File: src/rtl/dline_pkg.sv
package dline_pkg;
  typedef enum logic [1:0] {
    IDX_NONE = 2'b00,
    IDX_SET  = 2'b01,
    IDX_CLR  = 2'b10,
    IDX_TEST = 2'b11
  } idx_cmd_e;

  typedef enum logic [1:0] {
    DIR_NONE = 2'b00,
    DIR_SET  = 2'b01,
    DIR_CLR  = 2'b10,
    DIR_NOP  = 2'b11
  } dir_cmd_e;
endpackage

File: src/rtl/dline_rst_sync.sv
module dline_rst_sync #(
  parameter int STAGES = 2
) (
  input  logic clk,
  input  logic rst_n,
  output logic rst_sync_n
);
  logic [STAGES-1:0] sync_q;
  logic [STAGES-1:0] sync_d;

  always_comb begin
    sync_d = {sync_q[STAGES-2:0], 1'b1};
  end

  always_ff @(posedge clk or negedge rst_n) begin
    if (!rst_n) sync_q <= '0;
    else        sync_q <= sync_d;
  end

  assign rst_sync_n = sync_q[STAGES-1];
endmodule

File: src/rtl/dline_cmd_decode.sv
module dline_cmd_decode
  import dline_pkg::*;
#(
  parameter int NUM_LINES    = 16,
  parameter int DIRECT_LINES = 4,
  localparam int PTR_W = $clog2(NUM_LINES),
  localparam int SEL_W = $clog2(DIRECT_LINES)
) (
  input  logic [PTR_W-1:0]     ptr_i,
  input  logic [1:0]           idx_cmd_i,
  input  logic [1:0]           dir_cmd_i,
  input  logic [SEL_W-1:0]     dir_sel_i,
  output logic [NUM_LINES-1:0] set_vec_o,
  output logic [NUM_LINES-1:0] clr_vec_o,
  output logic                 sample_en_o
);
  idx_cmd_e idx_cmd;
  dir_cmd_e dir_cmd;
  logic     dir_write;
  logic     idx_write;
  logic [PTR_W-1:0] dir_line;

  always_comb begin
    idx_cmd   = idx_cmd_e'(idx_cmd_i);
    dir_cmd   = dir_cmd_e'(dir_cmd_i);
    dir_write = (dir_cmd == DIR_SET) || (dir_cmd == DIR_CLR);
    // direct operand wins a write conflict; indexed test is unaffected
    idx_write = ((idx_cmd == IDX_SET) || (idx_cmd == IDX_CLR)) && !dir_write;
    dir_line  = PTR_W'(dir_sel_i);
    sample_en_o = (idx_cmd == IDX_TEST);
  end

  for (genvar i = 0; i < NUM_LINES; i++) begin : g_line
    logic hit_idx;
    logic hit_dir;
    always_comb begin
      hit_idx = idx_write && (ptr_i == PTR_W'(i));
      hit_dir = dir_write && (dir_line == PTR_W'(i));
      set_vec_o[i] = (hit_idx && (idx_cmd == IDX_SET)) || (hit_dir && (dir_cmd == DIR_SET));
      clr_vec_o[i] = (hit_idx && (idx_cmd == IDX_CLR)) || (hit_dir && (dir_cmd == DIR_CLR));
    end
  end

  always_comb begin
    assert ((set_vec_o & clr_vec_o) == '0)          // a_r7_no_set_clr_clash
      else $error("a_r7_no_set_clr_clash");
    assert ($countones(set_vec_o | clr_vec_o) <= 1)  // a_r7_single_write
      else $error("a_r7_single_write");
  end
endmodule

File: src/rtl/dline_cell.sv
module dline_cell (
  input  logic clk,
  input  logic rst_n,
  input  logic set_i,
  input  logic clr_i,
  output logic latch_o
);
  logic latch_q;
  logic latch_d;
  logic latch_en;

  always_comb begin
    latch_en = set_i | clr_i;
    latch_d  = set_i ? 1'b1 : 1'b0;
  end

  always_ff @(posedge clk or negedge rst_n) begin
    if (!rst_n)        latch_q <= 1'b1;
    else if (latch_en) latch_q <= latch_d;
  end

  assign latch_o = latch_q;

  a_r8_cell_hold: assert property (@(posedge clk) disable iff (!rst_n)
    !(set_i || clr_i) |=> $stable(latch_q)) else $error("a_r8_cell_hold");
endmodule

File: src/rtl/dline_test_sampler.sv
module dline_test_sampler #(
  parameter int NUM_LINES = 16,
  localparam int PTR_W = $clog2(NUM_LINES)
) (
  input  logic                 clk,
  input  logic                 rst_n,
  input  logic                 sample_en_i,
  input  logic [PTR_W-1:0]     ptr_i,
  input  logic [NUM_LINES-1:0] pin_level_i,
  output logic                 test_bit_o
);
  logic test_q;
  logic test_d;

  always_comb begin
    test_d = pin_level_i[ptr_i];
  end

  always_ff @(posedge clk or negedge rst_n) begin
    if (!rst_n)           test_q <= 1'b0;
    else if (sample_en_i) test_q <= test_d;
  end

  assign test_bit_o = test_q;

  a_r5_sample: assert property (@(posedge clk) disable iff (!rst_n)
    sample_en_i |=> (test_q == $past(pin_level_i[ptr_i]))) else $error("a_r5_sample");
  a_r5_hold: assert property (@(posedge clk) disable iff (!rst_n)
    !sample_en_i |=> $stable(test_q)) else $error("a_r5_hold");
endmodule

File: src/rtl/dline_bank.sv
module dline_bank
  import dline_pkg::*;
#(
  parameter int NUM_LINES    = 16,
  parameter int DIRECT_LINES = 4,
  localparam int PTR_W = $clog2(NUM_LINES),
  localparam int SEL_W = $clog2(DIRECT_LINES)
) (
  input  logic                 clk,
  input  logic                 rst_n,
  input  logic [PTR_W-1:0]     ptr_i,
  input  logic [1:0]           idx_cmd_i,
  input  logic [1:0]           dir_cmd_i,
  input  logic [SEL_W-1:0]     dir_sel_i,
  input  logic [NUM_LINES-1:0] ext_drive_i,
  output logic [NUM_LINES-1:0] pin_level_o,
  output logic                 test_bit_o
);
  logic                 rst_s_n;
  logic [NUM_LINES-1:0] set_vec;
  logic [NUM_LINES-1:0] clr_vec;
  logic [NUM_LINES-1:0] latch_q;
  logic                 sample_en;

  dline_rst_sync #(.STAGES(2)) u_rst_sync (
    .clk        (clk),
    .rst_n      (rst_n),
    .rst_sync_n (rst_s_n)
  );

  dline_cmd_decode #(.NUM_LINES(NUM_LINES), .DIRECT_LINES(DIRECT_LINES)) u_decode (
    .ptr_i       (ptr_i),
    .idx_cmd_i   (idx_cmd_i),
    .dir_cmd_i   (dir_cmd_i),
    .dir_sel_i   (dir_sel_i),
    .set_vec_o   (set_vec),
    .clr_vec_o   (clr_vec),
    .sample_en_o (sample_en)
  );

  for (genvar i = 0; i < NUM_LINES; i++) begin : g_cell
    dline_cell u_cell (
      .clk     (clk),
      .rst_n   (rst_s_n),
      .set_i   (set_vec[i]),
      .clr_i   (clr_vec[i]),
      .latch_o (latch_q[i])
    );
  end

  // wired-AND of each latch with its external drive
  assign pin_level_o = latch_q & ext_drive_i;

  dline_test_sampler #(.NUM_LINES(NUM_LINES)) u_sampler (
    .clk         (clk),
    .rst_n       (rst_s_n),
    .sample_en_i (sample_en),
    .ptr_i       (ptr_i),
    .pin_level_i (pin_level_o),
    .test_bit_o  (test_bit_o)
  );

  logic dir_wr;
  assign dir_wr = (dir_cmd_i == DIR_SET) || (dir_cmd_i == DIR_CLR);

  a_r3_idx_set: assert property (@(posedge clk) disable iff (!rst_s_n)
    (idx_cmd_i == IDX_SET && !dir_wr) |=> latch_q[$past(ptr_i)]) else $error("a_r3_idx_set");
  a_r4_idx_clr: assert property (@(posedge clk) disable iff (!rst_s_n)
    (idx_cmd_i == IDX_CLR && !dir_wr) |=> !latch_q[$past(ptr_i)]) else $error("a_r4_idx_clr");
  a_r6_dir_set: assert property (@(posedge clk) disable iff (!rst_s_n)
    (dir_cmd_i == DIR_SET) |=> latch_q[$past(dir_sel_i)]) else $error("a_r6_dir_set");
  a_r6_dir_clr: assert property (@(posedge clk) disable iff (!rst_s_n)
    (dir_cmd_i == DIR_CLR) |=> !latch_q[$past(dir_sel_i)]) else $error("a_r6_dir_clr");
  a_r7_dir_wins: assert property (@(posedge clk) disable iff (!rst_s_n)
    (dir_wr && (idx_cmd_i == IDX_SET || idx_cmd_i == IDX_CLR) && ptr_i != PTR_W'(dir_sel_i))
    |=> (latch_q[$past(ptr_i)] == $past(latch_q[ptr_i]))) else $error("a_r7_dir_wins");
  a_r8_idle: assert property (@(posedge clk) disable iff (!rst_s_n)
    (idx_cmd_i == IDX_NONE && !dir_wr) |=> $stable(latch_q)) else $error("a_r8_idle");
endmodule

File: config.mk
export PLATFORM = sky130hd
export DESIGN_NAME = dline_bank
export DESIGN_NICKNAME = d
export VERILOG_FILES = /design/src/rtl/dline_pkg.sv /design/src/rtl/dline_rst_sync.sv /design/src/rtl/dline_cmd_decode.sv /design/src/rtl/dline_cell.sv /design/src/rtl/dline_test_sampler.sv /design/src/rtl/dline_bank.sv
export SDC_FILE = /design/constraint.sdc
export NUM_CORES = 1
export LEC_CHECK = 0
export ABC_AREA = 0
export BUFFER_PORTS_ARGS = -buffer_cell sky130_fd_sc_hd__buf_2
export CAP_MARGIN = 10
export CORE_ASPECT_RATIO = 0.75
export CORE_MARGIN = 5
export CORE_UTILIZATION = 42
export CTS_BUF_LIST = sky130_fd_sc_hd__clkbuf_8
export DETAILED_ROUTE_END_ITERATION = 12
export MAX_ROUTING_LAYER = met4
export PLACE_DENSITY = 0.77
export REMOVE_ABC_BUFFERS = 1
export SYNTH_ARGS = -nofsm -noshare
export SYNTH_HDL_FRONTEND = slang
export SYNTH_SLANG_ARGS = --single-unit
File: constraint.sdc
create_clock -name clk -period 1.2 [get_ports clk]
set_input_delay 0.12 -clock clk [delete_from_list [all_inputs] [get_ports clk]]
set_output_delay 0.12 -clock clk [all_outputs]
set_load 0.005 [all_outputs]
# Yosys cells after proc, flatten, opt, wreduce, memory -nomap -nowiden

Cells that the tools add are included.

Flip-flop bits (word level): 19
Input bits: 28
Output and inout port bits: 17
Word-level logic and storage cells: 151

Order comparisons: 1
Equality and inequality tests: 23
Mux-type cells: 18
Bitwise gates (word level): 17
Reductions and logical operators: 74

Operators by type and width:

| cell                                                                  | count |
|---|---|
| 1-bit logical AND                                                     | 61 |
| 4-bit equality test, second input constant                            | 8 |
| 1-bit 2-to-1 mux                                                      | 17 |
| 16-bit bitwise AND                                                    | 1 |
| 4-bit by 3-bit equality test with 1-bit output, second input constant | 4 |
| 1-bit bitwise OR                                                      | 16 |
| 2-bit equality test, second input constant                            | 5 |
| 1-bit logical OR                                                      | 10 |
| 4-bit by 2-bit equality test with 1-bit output, second input constant | 2 |
| 4-bit logical NOT                                                     | 2 |
| 2-bit by 1-bit equality test with 1-bit output, second input constant | 3 |
| 4-bit by 5-bit < comparator with 1-bit output, second input constant  | 1 |
| 1-bit binary-select mux with 4-bit select                             | 1 |
| 4-bit by 1-bit equality test with 1-bit output, second input constant | 1 |
| 1-bit logical NOT                                                     | 1 |

# Longest topological paths before layout

Gate-level depths: netlist of the first run.

Depth after elaboration: 8
Depth in mapped cells: 6
Gate-level depth less buffers: 6

# Hierarchy

From an unflattened synthesis of the first run, not the netlist that was laid out.

Cells, all modules: 138
Area, all modules: 1,313.8 um^2

Modules (own cells, without submodules):

| module             | instances | cells an instance | area each (um^2) |
|---|---|---|---|
| dline_cell         | 16        | 3                 | 37.5 |
| dline_cmd_decode   | 1         | 62                | 384.1 |
| dline_test_sampler | 1         | 9                 | 175.2 |
| dline_bank         | 1         | 16                | 100.1 |
| dline_rst_sync     | 1         | 3                 | 53.8 |

# Least setup slack after synthesis of the first run

OpenSTA, ideal clock, no wires.

Path type: reg2reg
Start: reg g_cell[10].u_cell.latch_q
End: reg u_sampler.test_q, in the netlist u_sampler.test_bit_o
Library setup time: 0.133 ns
Arrival time: 1.221 ns
Data required time: 1.067 ns
Setup slack: -0.154 ns
Cell stages (with the launch flop): 5
Period minus slack after synthesis: 1.354 ns
Cells stage by stage: dfstp_2 -> and2_4 -> mux4_1 -> o221ai_1 -> a31oi_1

Cells in the longest elaborated chain, start to end: 3

RTL lines:

| item                                      | RTL line                 | RTL |
|---|---|---|
| from (decl)                               | dline_cell.sv:8          | `logic latch_q;` |
| from (signal assigned)                    | dline_cell.sv:19         | `else if (latch_en) latch_q <= latch_d;` |
| 16-bit bitwise AND                        | dline_bank.sv:52         | `assign pin_level_o = latch_q & ext_drive_i;` |
| via pin_level_o[10]                       | dline_bank.sv:16         | `output logic [NUM_LINES-1:0] pin_level_o,` |
| 1-bit binary-select mux with 4-bit select | dline_test_sampler.sv:16 | `test_d = pin_level_i[ptr_i];` |
| 1-bit 2-to-1 mux (not written as such)    | dline_test_sampler.sv:16 |  |
| to (signal assigned)                      | dline_test_sampler.sv:21 | `else if (sample_en_i) test_q <= test_d;` |
| to (decl)                                 | dline_test_sampler.sv:12 | `logic test_q;` |

The timed path passes the listed nets, and every way through them passes these cells. The select of a mux whose other input is x is not followed.
A chain may end at the register's enable or synchronous reset.

# Worst setup path after layout of the first run

Start: reg g_cell[0].u_cell.latch_q
End: reg u_sampler.test_q, in the netlist u_sampler.test_bit_o

Cells in the longest elaborated chain, start to end: 3

RTL lines:

| item                                      | RTL line |
|---|---|
| from (decl)                               | dline_cell.sv:8 |
| from (signal assigned)                    | dline_cell.sv:19 |
| 16-bit bitwise AND                        | dline_bank.sv:52 |
| 1-bit binary-select mux with 4-bit select | dline_test_sampler.sv:16 |
| 1-bit 2-to-1 mux (not written as such)    | dline_test_sampler.sv:16 |

Every way passes these cells. The select of a mux whose other input is x is not followed.

==> results of run 1 <==
==> cells by family after synthesis <==
group	share of synthesized area (%)
AO/OA/AOI/OAI	22.1
AND/OR/NAND/NOR	25.4
multiplexers	3.01
other	0.300
flip-flops	39.7
adder cells (fa/ha/maj)	5.01
buffers and inverters	4.51
==> worst max-delay path, cell delays in order (launching register included) <==
cell	delay, ps
dfstp_2	550
nand3b_1	140
a2111oi_4	410
a2111oi_2	60
a31oi_1	170
==> metrics by stage <==
stage / instance area (um2) / util [%]
after detailed placement: 1590 / 55.0
after global routing: 1830 / 63.4
after CTS: 1700 / 58.7
after global placement: 1590 / 55.0
final: 1830 / 63.4
after floorplan: 1220 / -
==> timing repair <==
| action | CTS | global route |
|---|---|---|
| setup buffers | 1 | 8 |
| endpoints found under the setup margin | 9 | 17 |
| resized for setup | 14 | 22 |
| hold buffers | 1 | 0 |
| endpoints found under the hold margin | 2 | 0 |
| pin swaps | 5 | 5 |
==> state kept, by name, summed over array words and instances, names as in the netlist <==
register               count
u_sampler.test_bit_o       1
g_cell.u_cell.latch_o     16
u_rst_sync.sync_q          2
==> power groups by stage <==
stage          clock [uW]  combinational [uW]  sequential, uW
2_1_floorplan           0                 260             896
3_3_place_gp            0                 523             912
3_5_place_dp            0                 545             920
4_1_cts               436                 609             920
5_1_grt               463                 825             939
6_report              433                 763             923
==> cell usage in the layout (no fill, tap or decap), types with 4 or more instances in the layout <==
cell type  synthesis  routed
buf_2              0      40
dfstp_2           16      16
nand3b_1           4       4
nor2b_1            4       4
inv_1              7       8
and2_1            12       6
buf_6              2       9
o21ai_0           24      21
o221ai_1           9       5
o221ai_2           0       4
and2_4             2       8
buf_4              1      15
nand2_1           12      10
nand3_1            5       4
==> worst paths after layout <==
kind | startpoint | slack (ps) | cells after the start | to
worst max register to register | g_cell[0].u_cell.latch_o | -210 | 4 | u_sampler.test_bit_o
worst max-delay path | g_cell[0].u_cell.latch_o | -210 | 4 | u_sampler.test_bit_o
max in group asynchronous | u_rst_sync.sync_q[1] | 630 | 1 | g_cell[7].u_cell.latch_o
min in group asynchronous | rst_n | 170 | 2 | u_rst_sync.sync_q[0]
worst min-delay path | dir_sel_i[0] | 120 | 2 | g_cell[2].u_cell.latch_o
worst min register to register | u_rst_sync.sync_q[1] | 300 | 0 | g_cell[0].u_cell.latch_o
==> routing by layer <==
metal	share of wire [%]	routed length, um	up-vias	GRT usage, %
met3	5.8	225	9	4.40
met5	0	0	-	-
met2	51	1980	42	31.4
li1	-	-	607	-
met4	1.2	48	0	4.47
met1	42	1650	624	22.2
==> area by class of cell <==
| type | instances | area (um2) | share of cell area (%) |
|---|---|---|---|
| clock buffer | 3 | 41.3 | 2.25 |
| sequential | 19 | 495 | 27.0 |
| inverter | 7 | 26.3 | 1.43 |
| clock inverter | 1 | 3.75 | 0.205 |
| multi-input combinational | 100 | 796 | 43.4 |
| timing repair buffer | 65 | 424 | 23.1 |
| tap | 38 | 47.5 | 2.59 |
==> summary.md, run 1 <==
| Metric | Value |
|---|---|
| Die X | 73.0 um |
| Setup violations, final | 6 |
| Synth cell count leaders | o21ai_0 (24), dfstp_2 (16), and2_1 (12), nand2_1 (12), o221ai_1 (9) |
| Initial DRC Count | 90 |
| Routed WL per cell | 16.8 um |
| WS Path Type | reg2reg |
| # Max-Cap Violations | 0 |
| Boundary pin count | 45 |
| Status | finished with violations |
| EDFF count, synth | 0 |
| Leading area contributor after synthesis | dfstp_2 |
| Worst EP arrival | about 1600 ps |
| Post-Layout Cell Count | 233 |
| Total grt overflow | 0 |
| Clock power frac | 20.4% |
| HP Class | in2reg |
| Avg Inst Size Synth | 9.68 um2 |
| Top_reg_cell synth | dfstp_2 |
| Core Footprint | 0.00289 mm2 |
| Final Net Count | between 200 and 250 |
| HPWL Detailed | 2.90 mm |
| Placed instance count | ~220 |
| Slew Limit Fails | 0 |
| Power Total | 2120 uW |
| Startpoint types | flop |
| CTS tree | done |
| Sink Count | 19 |
| CP max FO | 2 |
| Die H | roughly 57 um |
| Area delta synth->final | 46.9% |
| Mapped Cells | 129 |
| Sequential area share after synthesis | 39.7% |
| Fill cell total of the finished layout | 232 |
| Post-synth ARST share | 100% |
| First-pass GRT wire length | roughly 6.0 mm |
| Post-synth top area share | 33.7% |
| Synth warn | 0 |
| Peak supply drop | 800 uV |
| Netlist cell types | 30 |
| Clock Path Buffers | 2 |
| Placer Congestion | 0.866 |
| CTS buffer count | 3 |
| Setup_tns | -459 ps |
| Pleak | slightly below 0.0008 uW |
| H-Tree Depth | 1 |
| Area contributors post-synth | dfstp_2 (34%), o21ai_0 (9.6%), o221ai_1 (6.3%) |
| DRT Pass-1 Iters | 4 |
| Comb pwr share | a little over a third |
| Hold Vio Cnt, Final | 0 |
| Switching Fraction | 29.2% |
| Largest net degree at the start of global routing | 14 |
| Ant. Diodes | 0 |
| Drc violations | 0 |
| Die area | between 0.004 and 0.005 mm2 |
| Pre-CTS WS | -290 ps |
| Row count | 17 |
| DRT antenna net count | 0 |
| Failing checks | negative setup slack |
| Int Power | 1500 uW |
| Clk_skew | 2.53 ps |
| Layout cell share with drive strength beyond 1 | 56.9% |
| Total track usage | a little under a fifth |
| Vias per inst | 5.50 |
| Vias in the first global route | 1327 |
| Root Driver | clkbuf_8 |
| Tcrit/Tclk final | 118% |
| Top-count cell post-synth | o21ai_0 |
| Total Routed Length | 3.91 mm |
| DR vias | 1282 |
| Kind of end point of the critical path | flop |
| Initial Util | 43.2% |
| Clk slew on worst S/H paths | 70 ps |
| F_max | ~710 MHz |
| Yosys reg bits | 19 |
| Power per cell area | approximately 1200 mW/mm2 |
| Worst skew pair latency | 260 ps |
| Syn Std Cell Area | 0.00125 mm2 |
| Reg power frac | 43.6% |
| PnR worst setup slack | -215 ps |
| Antenna violations before repair | 0 |
| Net Switching | 618 uW |
| PortBufs | 44 |
| WHS | between 100 and 150 ps |
| Unrepaired setup endpoints after global routing | yes |
| Min cycle time layout | 1410 ps |
| Required time worst endpoint | 1380 ps |
(Power assumes the default switching activity.)
==> inputs of run 2 (changes only) <==
--- a/config.mk
+++ b/config.mk
@@ -8,12 +8,10 @@
 export ABC_AREA = 0
 export BUFFER_PORTS_ARGS = -buffer_cell sky130_fd_sc_hd__buf_2
 export CAP_MARGIN = 10
-export CORE_ASPECT_RATIO = 0.75
 export CORE_MARGIN = 5
 export CORE_UTILIZATION = 42
 export CTS_BUF_LIST = sky130_fd_sc_hd__clkbuf_8
 export DETAILED_ROUTE_END_ITERATION = 12
-export MAX_ROUTING_LAYER = met4
 export PLACE_DENSITY = 0.77
 export REMOVE_ABC_BUFFERS = 1
 export SYNTH_ARGS = -nofsm -noshare
==> summary.md, run 2 (synthesis results as in run 1) <==
| Metric | Value |
|---|---|
| Status | finished with violations |
| Failing checks | negative setup slack |
| Die area | 0.00416 mm2 (-0.27%) |
| Ant. Diodes | 0 (unchanged) |
| Most common cell after layout, fill and taps aside | buf_2 |
| Power per cell area | 1150 mW/mm2 (-0.51%) |
| Pleak | 0.000799 uW (+0.64%) |
| Die X | 64.5 um (-12%) |
| Root Driver | clkbuf_8 |
| Fill cell total of the finished layout | 209 (-9.9%) |
| Total track usage | 19.0% (+0.42 points) |
| CTS buffer count | 3 (unchanged) |
| CP max FO | 2 (unchanged) |
| Unrepaired setup endpoints after global routing | yes |
| Max stage delay on crit path | 560 ps (about the same) |
| Vias in the first global route | 1317 (-0.75%) |
| Initial DRC Count | 69 (-23%) |
| Clock Path Buffers | 2 (unchanged) |
| Most frequent cells in the layout | buf_2 (37), o21ai_0 (22), dfstp_2 (16) |
| Required time worst endpoint | 1380 ps (about the same) |
| Tcrit/Tclk final | 119% (+1.1 points) |
| Peak supply drop | 880 uV (+10%) |
| First-pass GRT wire length | 6.31 mm (+5.9%) |
| Total Routed Length | 4.11 mm (+5.4%) |
| HP Class | in2reg |
| DRT antenna net count | 0 (unchanged) |
| Final Net Count | 230 (+0.44%) |
| Routed WL per cell | 18.1 um (+8.1%) |
| Max reg flops | 16 (unchanged) |
| DRT Pass-1 Iters | 4 (unchanged) |
| Post-Layout Cell Count | 227 (-2.6%) |
| HPWL Detailed | 2.79 mm (-3.9%) |
| Row count | 19 (+2) |
| Cell Chain, Critical Path | nand3_2 -> a2111oi_4 -> a2111oi_4 -> a31oi_1 |
| Sink Count | 19 (unchanged) |
| Drc violations | 0 (unchanged) |
| Setup violations, final | 8 (+2) |
| Worst skew pair latency | 250 ps (about the same) |
| PortBufs | 44 (unchanged) |
| DR vias | 1343 (+4.8%) |
| Register area | 495 um2 (unchanged) |
| H-Tree Depth | 1 (unchanged) |
| Kind of end point of the critical path | flop |
| Hold Vio Cnt, Final | 0 (unchanged) |
| Area delta synth->final | 50.5% |
| Slew Limit Fails | 0 (unchanged) |
| Clk_skew | 3.37 ps (+0.839 ps) |
| Die H | 64.5 um (+13%) |
| Core Footprint | 0.00281 mm2 (-3.0%) |
| Placer Congestion | 0.902 (+4.2%) |
| Crit-path slowest cell | dfstp_2 |
| F_max | 700 MHz (-0.91%) |
| Total grt overflow | 0 (unchanged) |
| Area of the multi-input gates | 818 um2 (+2.8%) |
| Initial Util | 44.5% (+1.3 points) |
| # Max-Cap Violations | 0 (unchanged) |
| Vias per inst | 5.92 (+7.5%) |
| Clk slew on worst S/H paths | 70 ps (about the same) |
| Boundary pin count | 45 (unchanged) |
| CTS tree | done |
| PnR worst setup slack | -228 ps (-13.0 ps) |
| Startpoint types | flop |
| Largest net degree at the start of global routing | 12 (-2) |
| Antenna violations before repair | 0 (unchanged) |
| Top cell by count, worst path | a2111oi_4 |
| Layout cell share with drive strength beyond 1 | 57.1% (+0.22 points) |
| Worst EP arrival | 1610 ps (+20 ps) |
| Placed instance count | 218 (-1.8%) |
| WS Path Type | reg2reg |
| Power Total | 2160 uW (+1.9%) |
| Min cycle time layout | 1430 ps (+13.0 ps) |
## run 2: report_power, final
part / internal, uW / switching [uW] / leakage, uW
Clock: 231 / 214 / 0.0000255
Combinational: 452 / 342 / 0.000572
Sequential: 835 / 84.5 / 0.000202
Total: 1520 / 641 / 0.000799
## run 2: layout make-up
type	count	area share, %
clock buffer	3	2.20
clock inverter	1	0.266
inverter	7	1.40
multi-input combinational	100	43.5
sequential	19	26.4
tap	31	2.06
timing repair buffer	66	24.2
## run 2: worst paths after layout
kind / startpoint / to / slack (ps) / depth (start not counted)
hold reg to reg: u_rst_sync.sync_q[1] / u_sampler.test_bit_o / 150 / 0
setup reg to reg: g_cell[3].u_cell.latch_o / u_sampler.test_bit_o / -230 / 4
hold / removal: dir_sel_i[0] / g_cell[0].u_cell.latch_o / 100 / 2
max in group asynchronous: u_rst_sync.sync_q[1] / g_cell[1].u_cell.latch_o / 500 / 1
setup / recovery: g_cell[3].u_cell.latch_o / u_sampler.test_bit_o / -230 / 4
min in group asynchronous: u_rst_sync.sync_q[1] / u_sampler.test_bit_o / 150 / 0
## run 2: metrics by stage
stage,util [%],area [um2],hold WS [ps],worst slack [ps],setup TNS (ps)
finish,67.0,1880,103,-228,-492
CTS,62.6,1760,116,-209,-373
floorplan,-,1220,-176,-154,-154
global route,67.0,1880,110,-248,-940
detailed placement,57.2,1610,-89.0,-314,-2910
global placement,57.2,1610,-93.9,-226,-2030
## run 2: routing by layer
layer  part of all wire (%)  up-vias  wire, um  global-route usage, %
met4                   0.70        0        29                   5.28
li1                       -      607         -                      -
met1                     40      653      1630                   23.0
met2                     51       79      2100                   33.5
met3                    8.7        4       356                   4.66
met5                      0        -         0                      0
## run 2: what timing repair did
| action | CTS | global route |
|---|---|---|
| hold buffers | 1 | 0 |
| gates resized for setup | 17 | 22 |
| buffers inserted | 2 | 4 |
| setup endpoints to repair | 8 | 21 |
| hold endpoints to repair | 2 | 0 |
| cloned | 0 | 0 |
| pin swaps | 7 | 6 |
## run 2: critical path: cells and delay by family, from the launching register on
kind             cells  cell delay, ps
AND/OR/NAND/NOR      1             120
flip-flops           1             560
AO/OA/AOI/OAI        3             680
